--- src/rtl/synth_prog_pkg.sv ---
package synth_prog_pkg;
  localparam int PRIM_W = 20;
  localparam int ENH_W  = 8;
  localparam int PIN_W  = 16;
  localparam int CNT_W  = $clog2(PRIM_W + 1);
  localparam int HI_LSB = 16;
  localparam int MID_LSB = 8;
  localparam int CTL_W  = 5;

  typedef enum logic [1:0] {LD_BYTE, LD_SERIAL, LD_DIRECT} load_mode_e;

  function automatic load_mode_e pick_mode(input logic direct, input logic serial);
    if (direct) return LD_DIRECT;
    if (serial) return LD_SERIAL;
    return LD_BYTE;
  endfunction

  function automatic logic [8:0] main_of(input logic [PRIM_W-1:0] w);
    return {w[17:16], w[14:8]};
  endfunction

  function automatic logic [5:0] ref_of(input logic [PRIM_W-1:0] w);
    return {w[19:18], w[7:4]};
  endfunction

  function automatic logic [3:0] swallow_of(input logic [PRIM_W-1:0] w);
    return w[3:0];
  endfunction

  function automatic logic [CTL_W-1:0] ctl_of(input logic [ENH_W-1:0] e, input logic gate_n);
    return gate_n ? '0 : e[CTL_W-1:0];
  endfunction
endpackage

--- src/rtl/sync_edge.sv ---
module sync_edge #(
  parameter int WIDTH  = 1,
  parameter int STAGES = 2
) (
  input  logic             clk,
  input  logic             rst_n,
  input  logic [WIDTH-1:0] din,
  output logic [WIDTH-1:0] level,
  output logic [WIDTH-1:0] rise,
  output logic [WIDTH-1:0] fall
);
  logic [WIDTH-1:0] pipe [STAGES+1];

  always_ff @(posedge clk or negedge rst_n) begin
    if (!rst_n) pipe[0] <= '0;
    else        pipe[0] <= din;
  end

  for (genvar s = 1; s <= STAGES; s++) begin : g_stage
    always_ff @(posedge clk or negedge rst_n) begin
      if (!rst_n) pipe[s] <= '0;
      else        pipe[s] <= pipe[s-1];
    end
  end

  assign level = pipe[STAGES-1];
  assign rise  = pipe[STAGES-1] & ~pipe[STAGES];
  assign fall  = ~pipe[STAGES-1] & pipe[STAGES];
endmodule

--- src/rtl/serial_frame.sv ---
module serial_frame
  import synth_prog_pkg::*;
(
  input  logic              clk,
  input  logic              rst_n,
  input  logic              enable,
  input  logic              shift_evt,
  input  logic              bit_in,
  input  logic              clear,
  output logic [PRIM_W-1:0] shreg,
  output logic [CNT_W-1:0]  count
);
  localparam logic [CNT_W-1:0] CNT_MAX = '1;

  always_ff @(posedge clk or negedge rst_n) begin
    if (!rst_n) begin
      shreg <= '0;
      count <= '0;
    end else if (clear) begin
      count <= '0;
    end else if (enable && shift_evt) begin
      shreg <= {shreg[PRIM_W-2:0], bit_in};
      if (count != CNT_MAX) count <= count + 1'b1;
    end
  end
endmodule

--- src/rtl/word_store.sv ---
module word_store
  import synth_prog_pkg::*;
(
  input  logic              clk,
  input  logic              rst_n,
  input  load_mode_e        mode,
  input  logic [7:0]        data_in,
  input  logic [PIN_W-1:0]  pin_word,
  input  logic              hi_rise,
  input  logic              mid_rise,
  input  logic              lo_rise,
  input  logic              enh_rise,
  input  logic              enh_fall,
  input  logic              sec_rise,
  input  logic [PRIM_W-1:0] shreg,
  input  logic [CNT_W-1:0]  count,
  output logic [PRIM_W-1:0] prim_word,
  output logic [ENH_W-1:0]  enh_word,
  output logic              frame_err,
  output logic              prim_load,
  output logic              clear_cnt
);
  logic is_byte, is_ser, is_dir;
  logic ser_prim_end, ser_enh_end, prim_ok, enh_ok, bad_frame, enh_load;

  assign is_byte = (mode == LD_BYTE);
  assign is_ser  = (mode == LD_SERIAL);
  assign is_dir  = (mode == LD_DIRECT);

  assign ser_prim_end = is_ser && sec_rise;
  assign ser_enh_end  = is_ser && enh_fall;
  assign prim_ok      = ser_prim_end && (count == CNT_W'(PRIM_W));
  assign enh_ok       = ser_enh_end && (count == CNT_W'(ENH_W));
  assign bad_frame    = (ser_prim_end && !prim_ok) || (ser_enh_end && !enh_ok);
  assign clear_cnt    = ser_prim_end || ser_enh_end || (is_ser && enh_rise);
  assign prim_load    = is_dir || prim_ok || (is_byte && (hi_rise || mid_rise || lo_rise));
  assign enh_load     = enh_ok || (is_byte && enh_rise);

  always_ff @(posedge clk or negedge rst_n) begin
    if (!rst_n) begin
      prim_word <= '0;
    end else if (is_dir) begin
      prim_word <= {{(PRIM_W-PIN_W){1'b0}}, pin_word};
    end else if (prim_ok) begin
      prim_word <= shreg;
    end else if (is_byte) begin
      if (hi_rise)  prim_word[PRIM_W-1:HI_LSB]  <= data_in[PRIM_W-HI_LSB-1:0];
      if (mid_rise) prim_word[HI_LSB-1:MID_LSB] <= data_in;
      if (lo_rise)  prim_word[MID_LSB-1:0]      <= data_in;
    end
  end

  always_ff @(posedge clk or negedge rst_n) begin
    if (!rst_n) begin
      enh_word  <= '0;
      frame_err <= 1'b0;
    end else begin
      frame_err <= bad_frame;
      if (enh_load) enh_word <= enh_ok ? shreg[ENH_W-1:0] : data_in;
    end
  end
endmodule

--- src/rtl/synth_prog_if.sv ---
module synth_prog_if
  import synth_prog_pkg::*;
(
  input  logic        clk,
  input  logic        rst_n,
  input  logic        mode_direct,
  input  logic        mode_serial,
  input  logic        enh_n,
  input  logic [7:0]  data_in,
  input  logic [15:0] pin_word,
  input  logic        sclk,
  input  logic        sdata,
  input  logic        wr_hi,
  input  logic        wr_mid,
  input  logic        wr_lo,
  input  logic        wr_enh,
  input  logic        wr_sec,
  output logic [8:0]  m_count,
  output logic [5:0]  r_count,
  output logic [3:0]  a_count,
  output logic        pre_en,
  output logic        pwr_down,
  output logic        cnt_load,
  output logic        msel_out,
  output logic        pre_out,
  output logic        fcfp_oe,
  output logic        frame_err
);
  localparam int NSYNC = 7;
  localparam int I_HI = 0, I_MID = 1, I_LO = 2, I_ENH = 3, I_SEC = 4, I_SCK = 5, I_SDA = 6;

  load_mode_e        mode;
  logic [NSYNC-1:0]  raw, lvl, rise, fall;
  logic [PRIM_W-1:0] shreg, prim_word;
  logic [CNT_W-1:0]  count;
  logic [ENH_W-1:0]  enh_word;
  logic              prim_load, clear_cnt;
  logic [CTL_W-1:0]  ctl;
  logic              sig_unused;

  assign mode = pick_mode(mode_direct, mode_serial);
  assign raw  = {sdata, sclk, wr_sec, wr_enh, wr_lo, wr_mid, wr_hi};

  sync_edge #(.WIDTH(NSYNC), .STAGES(2)) u_sync (
    .clk(clk), .rst_n(rst_n), .din(raw), .level(lvl), .rise(rise), .fall(fall)
  );

  serial_frame u_shift (
    .clk(clk), .rst_n(rst_n), .enable(mode == LD_SERIAL), .shift_evt(rise[I_SCK]),
    .bit_in(lvl[I_SDA]), .clear(clear_cnt), .shreg(shreg), .count(count)
  );

  word_store u_store (
    .clk(clk), .rst_n(rst_n), .mode(mode), .data_in(data_in), .pin_word(pin_word),
    .hi_rise(rise[I_HI]), .mid_rise(rise[I_MID]), .lo_rise(rise[I_LO]),
    .enh_rise(rise[I_ENH]), .enh_fall(fall[I_ENH]), .sec_rise(rise[I_SEC]),
    .shreg(shreg), .count(count), .prim_word(prim_word), .enh_word(enh_word),
    .frame_err(frame_err), .prim_load(prim_load), .clear_cnt(clear_cnt)
  );

  assign sig_unused = ^{lvl[I_SCK:I_HI], rise[I_SDA], fall[I_SDA:I_SEC], fall[I_LO:I_HI]};

  assign m_count = main_of(prim_word);
  assign r_count = ref_of(prim_word);
  assign a_count = swallow_of(prim_word);
  assign pre_en  = prim_word[15];
  assign ctl     = ctl_of(enh_word, enh_n);
  assign {pwr_down, cnt_load, msel_out, pre_out, fcfp_oe} = ctl;
endmodule

--- config.mk ---
export PLATFORM = sky130hd
export DESIGN_NAME = synth_prog_if
export DESIGN_NICKNAME = d
export VERILOG_FILES = /design/src/rtl/synth_prog_pkg.sv /design/src/rtl/sync_edge.sv /design/src/rtl/serial_frame.sv /design/src/rtl/word_store.sv /design/src/rtl/synth_prog_if.sv
export SDC_FILE = /design/constraint.sdc
export NUM_CORES = 1
export LEC_CHECK = 0
export ABC_AREA = 0
export ABC_CLOCK_PERIOD_IN_PS = 2300
export CORE_MARGIN = 2
export CORE_UTILIZATION = 35
export CTS_CLUSTER_DIAMETER = 60
export DETAILED_ROUTE_END_ITERATION = 8
export DONT_BUFFER_PORTS = 1
export SETUP_SLACK_MARGIN = 0.02
export SLEW_MARGIN = 10
export SYNTH_ARGS = -nofsm -noshare
export SYNTH_HDL_FRONTEND = slang
export SYNTH_HIERARCHICAL = 1
export SYNTH_SLANG_ARGS = --single-unit
--- constraint.sdc ---
create_clock -name clk -period 2.3 [get_ports clk]
set_input_delay 0.115 -clock clk [delete_from_list [all_inputs] [get_ports clk]]
set_output_delay 0.115 -clock clk [all_outputs]
set_load 0.02 [all_outputs]
Word-level counts from Yosys, hierarchy flattened
Cells that the tools add are included.
- multipliers: 0
- div/mod/pow operators: 0
- shift operators: 0
- reductions and logical operators: 27
- equality and inequality tests: 5
- bitwise operators: 5
- add/sub/neg operators: 1
- order comparisons: 0
- multiplexer cells: 18
- operators with widths (cell ; count):
    $mux 20 ; 3
    $mux 5 ; 5
    $mux 8 ; 2
    $reduce_bool 3->1 ; 4
    $reduce_and 2->1 ; 5
    $logic_and 1x1->1 ; 9
    $mux 2 ; 4
    $and 6x6->6 ; 1
    $not 6->6 ; 1
    $add 5x1->5 const B ; 1
    $eq 5x4->1 const B ; 1
    $eq 5x5->1 const B ; 1
    $ne 5x5->1 const B ; 1
    $and 4x4->4 ; 1
    $logic_or 1x1->1 ; 4
    $mux 4 ; 1
    $not 4->4 ; 1
    $reduce_bool 2->1 ; 2
    $mux 1 ; 3
    $eq 2x1->1 const B ; 1
    $eq 2x2->1 const B ; 1
    $logic_not 1->1 ; 2
    $logic_not 2->1 ; 1
    $not 1->1 ; 1
- output and inout bits: 26
- memory bits (writable): 0
- input port bits: 36
- bits in latches: 0
- word-level logic and storage cells: 66
- memories kept: 0
- bits in registers: 71
- ROM bits: 0

Depth between registers and ports, before layout
- depth after elaboration: 10
- mapped depth: 7

Hierarchy
The synthesis kept the hierarchy.
- modules (own cells, without submodules) (module ; instances ; cells an instance ; area each (um^2) ; sequential area each (um^2)):
    word_store ; 1 ; 135 ; 1549.0 ; 725.7
    serial_frame ; 1 ; 65 ; 1014.7 ; 625.6
    sync_edge ; 1 ; 42 ; 700.7 ; 525.5
    synth_prog_if ; 1 ; 6 ; 37.5 ; 0.0

Worst setup path after synthesis
Ideal clock, no wire load.
- path kind: input to register
- from: input port mode_serial
- to: register u_shift.shreg[0]
- path slack: 0.434 ns
- stages: 6
- library setup time: 0.125 ns
- arrival time: 1.741 ns
- path through: nor2b_1 -> buf_2 -> nor3b_1 -> nand3b_1 -> buf_6 -> mux2_2
- word-level cells in the longest chain between the ends: 10
- elaborated cells between the ends (all ways): 14
- classes of those cells: eq/ne (1); mux (5); bitwise (1); reduce/logical (7)
- RTL lines (what ; RTL line ; text):
    start, declared ; synth_prog_if.sv:7 ; input logic mode_serial,
    $mux 1 (2 in a row) ; synth_prog_pkg.sv:14 ; if (serial) return LD_SERIAL;
    $mux 2 (*) ; synth_prog_pkg.sv:15 ; return LD_BYTE;
    $mux 2 (*) ; synth_prog_pkg.sv:14 ;
    $eq 2x1->1 (*) ; word_store.sv:27 ; assign is_ser = (mode == LD_SERIAL);
    $logic_and 1x1->1 (on tied branches) ; word_store.sv:30, word_store.sv:31 ;
    $logic_or 1x1->1 ; word_store.sv:35 ; assign clear_cnt = ser_prim_end || ser_enh_end || (is_ser && enh_rise);
    $logic_or 1x1->1 (*) ; word_store.sv:35 ;
    via clear_cnt ; synth_prog_if.sv:37 ; logic prim_load, clear_cnt;
    $not 1->1 (no source line) (*) ; n/a ;
    $reduce_and 2->1 (no source line) (*) ; n/a ;
    end signal, assigned ; serial_frame.sv:22 ; shreg <= {shreg[PRIM_W-2:0], bit_in};
    end, declared ; serial_frame.sv:10 ; output logic [PRIM_W-1:0] shreg,
The timed path passes the listed nets; every way through them passes the cells marked *. The select of a mux whose other input is x is not followed.
A chain may end at the register's enable or synchronous reset.

Final worst setup path
- from: register u_shift.count[0]
- to: register u_store.prim_word[0]
- word-level cells in the longest chain between the ends: 4
- elaborated cells between the ends (all ways): 7
- classes of those cells: eq/ne (1); mux (2); reduce/logical (4)
- RTL lines (what ; RTL line ; text):
    start, declared ; serial_frame.sv:11 ; output logic [CNT_W-1:0] count
    start signal, assigned ; serial_frame.sv:23 ; if (count != CNT_MAX) count <= count + 1'b1;
    $eq 5x5->1 (*) ; word_store.sv:32 ; assign prim_ok = ser_prim_end && (count == CNT_W'(PRIM_W));
    $logic_and 1x1->1 (*) ; word_store.sv:32 ;
    $reduce_bool 3->1 (no source line) or $mux 20 (tied branches) ; n/a ;
    $reduce_and 2->1 (no source line) or $mux 20 (tied branches) ; n/a ;
    end signal, assigned ; word_store.sv:43 ; prim_word <= {{(PRIM_W-PIN_W){1'b0}}, pin_word};
    end signal, assigned ; word_store.sv:45 ; prim_word <= shreg;
    end signal, assigned by index ; word_store.sv:47 ; if (hi_rise) prim_word[PRIM_W-1:HI_LSB] <= data_in[PRIM_W-HI_LSB-1:0];
    end, declared ; word_store.sv:17 ; output logic [PRIM_W-1:0] prim_word,
Every way passes the cells marked *; elsewhere a longest branch is shown, timed or not.

==> key figures <==
Floorplanning
  – Die width: 97.0 um
  – DIE AREA: 9400 sq um
  – IO Pins: 62
  – Starting density of the core: 0.365
  – Row count: 33
  – Core ar.: 8300 sq um
  – Die Height: 97.0 um

Job
  – Max Cap Viol: 0

Finish
  – Layout cells sized above 1: 0.255
  – Register area: 1780 sq um
  – Number of fill cells: 749
  – Area grow syn2layout: 22.7%
  – Area used by multi-input combinational logic: 1170 sq um
  – Nets: 300
  – Core Util, Final: 0.447

Clock network
  – Clock slew at reported path FFs: 80 ps
  – Skew-Pair Late Insertion Delay: 340 ps
  – CTS tree: yes
  – Post-CTS Resized: 0
  – Clk sinks: 71
  – # Post-CTS Setup Buffers: 0
  – CTS Buffer Depth: 2
  – H-tree levels: 3
  – Root Buffer: clkbuf_8
  – Cts bufs inserted: 9

Setup path
  – CP Max Fanout: 22
  – Data arrival, critical path: 2070 ps
  – CP peak stage delay: 430 ps
  – WP buf/inv: 1
  – Critical path capture point type: flop
  – Worst EP required: 2510 ps
  – Startpoint types: flop
  – Cell family with most CP delay: simple AND/OR/NAND/NOR gates
  – Critical-path cell list: nand4bb_1 > nor3_4 > buf_12 > mux2i_1 > a21oi_1
  – Crit Path Class: flop to flop
  – Slowest-stage cell, CP: dfrtp_1
  – R2r setup slk: 440 ps

Global routing
  – All-Layer GR Usage: 0.147
  – Pin count of the biggest net entering global routing: 72
  – Number of global-route vias before repair: 1,999
  – Global-route wire length before repair: 10,800 um
  – Initial antenna violation count: 1
  – Grt ovf: 0

Pwr
  – PnR Total Power: 2.98 mW
  – Lkg Pwr: 1.62 nW
  – Max VDD drop: 0.326 mV
  – PwrDens: 803 nW/um^2

Placement
  – Detail Placement HPWL: 4290 um
  – IO Port Bufs: 0
  – RD Place Congestion: 0.729

Timing
  – Sum Neg Setup Slack: 0 ps
  – Worst-Margin Slew: 512 ps
  – # setup viols final: 0
  – RSZ-0062 raised after global routing: false
  – Worst hold margin: 2.34 ps
  – Max Freq: 539 MHz
  – Min Tclk post-route: 1860 ps
  – Final hold vios: 0
  – Fin crit share: 0.807
  – Max Slew Vio Count: 0
  – Worst Skew: 9.74 ps
  – Rel. slew slack: 0.658

Worst hold path
  – Hold WC Path Type: primary input to flop

Routing
  – Detail Route Antenna Nets: 0
  – Via density: 5.12
  – Drt drc: 0
  – DR vias: 1,908
  – Per-cell routed wire length: 17.9 um
  – DR pass1 iterations: 4
  – Total routed wirelength: 6680 um
  – Initial drt markers: 121

Synthesis
  – Post-Syn Area: 3030 sq um
  – Syn avg cell area: 13.6 sq um
  – Synthesized net count: 261
  – Yosys warning count: 6
  – Number of cells produced by synthesis: 223

Status
  – Status: completed
-- through the flow --
| stage | area, sq um | instances | setup slack [ps] |
|---|---|---|---|
| after floorplan | 3030 | 223 | 445 |
| after global placement | 3150 | 324 | 487 |
| after detailed placement | 3150 | 324 | 446 |
| after CTS | 3710 | 372 | 467 |
| after global routing | 3710 | 373 | 344 |
| final | 3710 | 373 | 443 |
-- power by group --
part | switching (mW) | internal, mW
sequential | 0.172 | 1.38
combinational | 0.156 | 0.169
clock | 0.461 | 0.641
-- state kept, by name, summed over array words and instances, names as in the netlist --
signal and flops:
u_shift/count 5, u_shift/shreg 20, u_store/enh_word 5, u_store/frame_err 1, u_store/prim_word 20, u_sync/level 7
u_sync/pipe 13
-- worst paths after layout --
| check | to | depth (start not counted) | startpoint |
|---|---|---|---|
| worst max-delay path | u_store/prim_word[0] | 5 | u_shift/count[0] |
| worst min-delay path | u_store/prim_word[17] | 2 | data_in[1] |
| worst max register to register | u_store/prim_word[0] | 5 | u_shift/count[0] |
| worst min register to register | u_sync/level[5] | 0 | u_sync/pipe[19] |
| max in group asynchronous | u_store/enh_word[0] | 2 | rst_n |
| min in group asynchronous | u_sync/level[2] | 2 | rst_n |
-- cells in the final DEF (no fill, tap or decap), types with 3 or more instances in the layout --
cell type	instances
mux2_2	20
a21oi_1	17
mux2i_1	22
nand3b_1	3
o21ai_0	3
a22o_2	5
o22ai_1	16
o2bb2ai_1	4
dlygate4sd3_1	31
clkbuf_8	10
buf_4	6
nor2_1	8
and2b_2	7
a21o_2	5
o21bai_1	3
dfrtp_1	71
nor2b_1	6
-- final cells by class --
type	instances	share of cell area
sequential	71	0.479
multi-input combinational	141	0.317
timing repair buffer	39	0.109
clock buffer	11	0.0381
tap	105	0.0354
clock inverter	5	0.0219
antenna	1	0.000674
-- metal layers --
layer	wire length (um)	track usage	up-vias
met4	102	0.0607	0
li1	-	-	905
met3	352	0.0455	8
met1	3100	0.200	957
met2	3130	0.219	38
met5	0	0	-
-- repair_timing --
item	in CTS	in global routing
endpoints found under the setup margin	0	0
hold buffers	32	0
hold endpoints to repair	102	0
(Power assumes the default switching activity.)
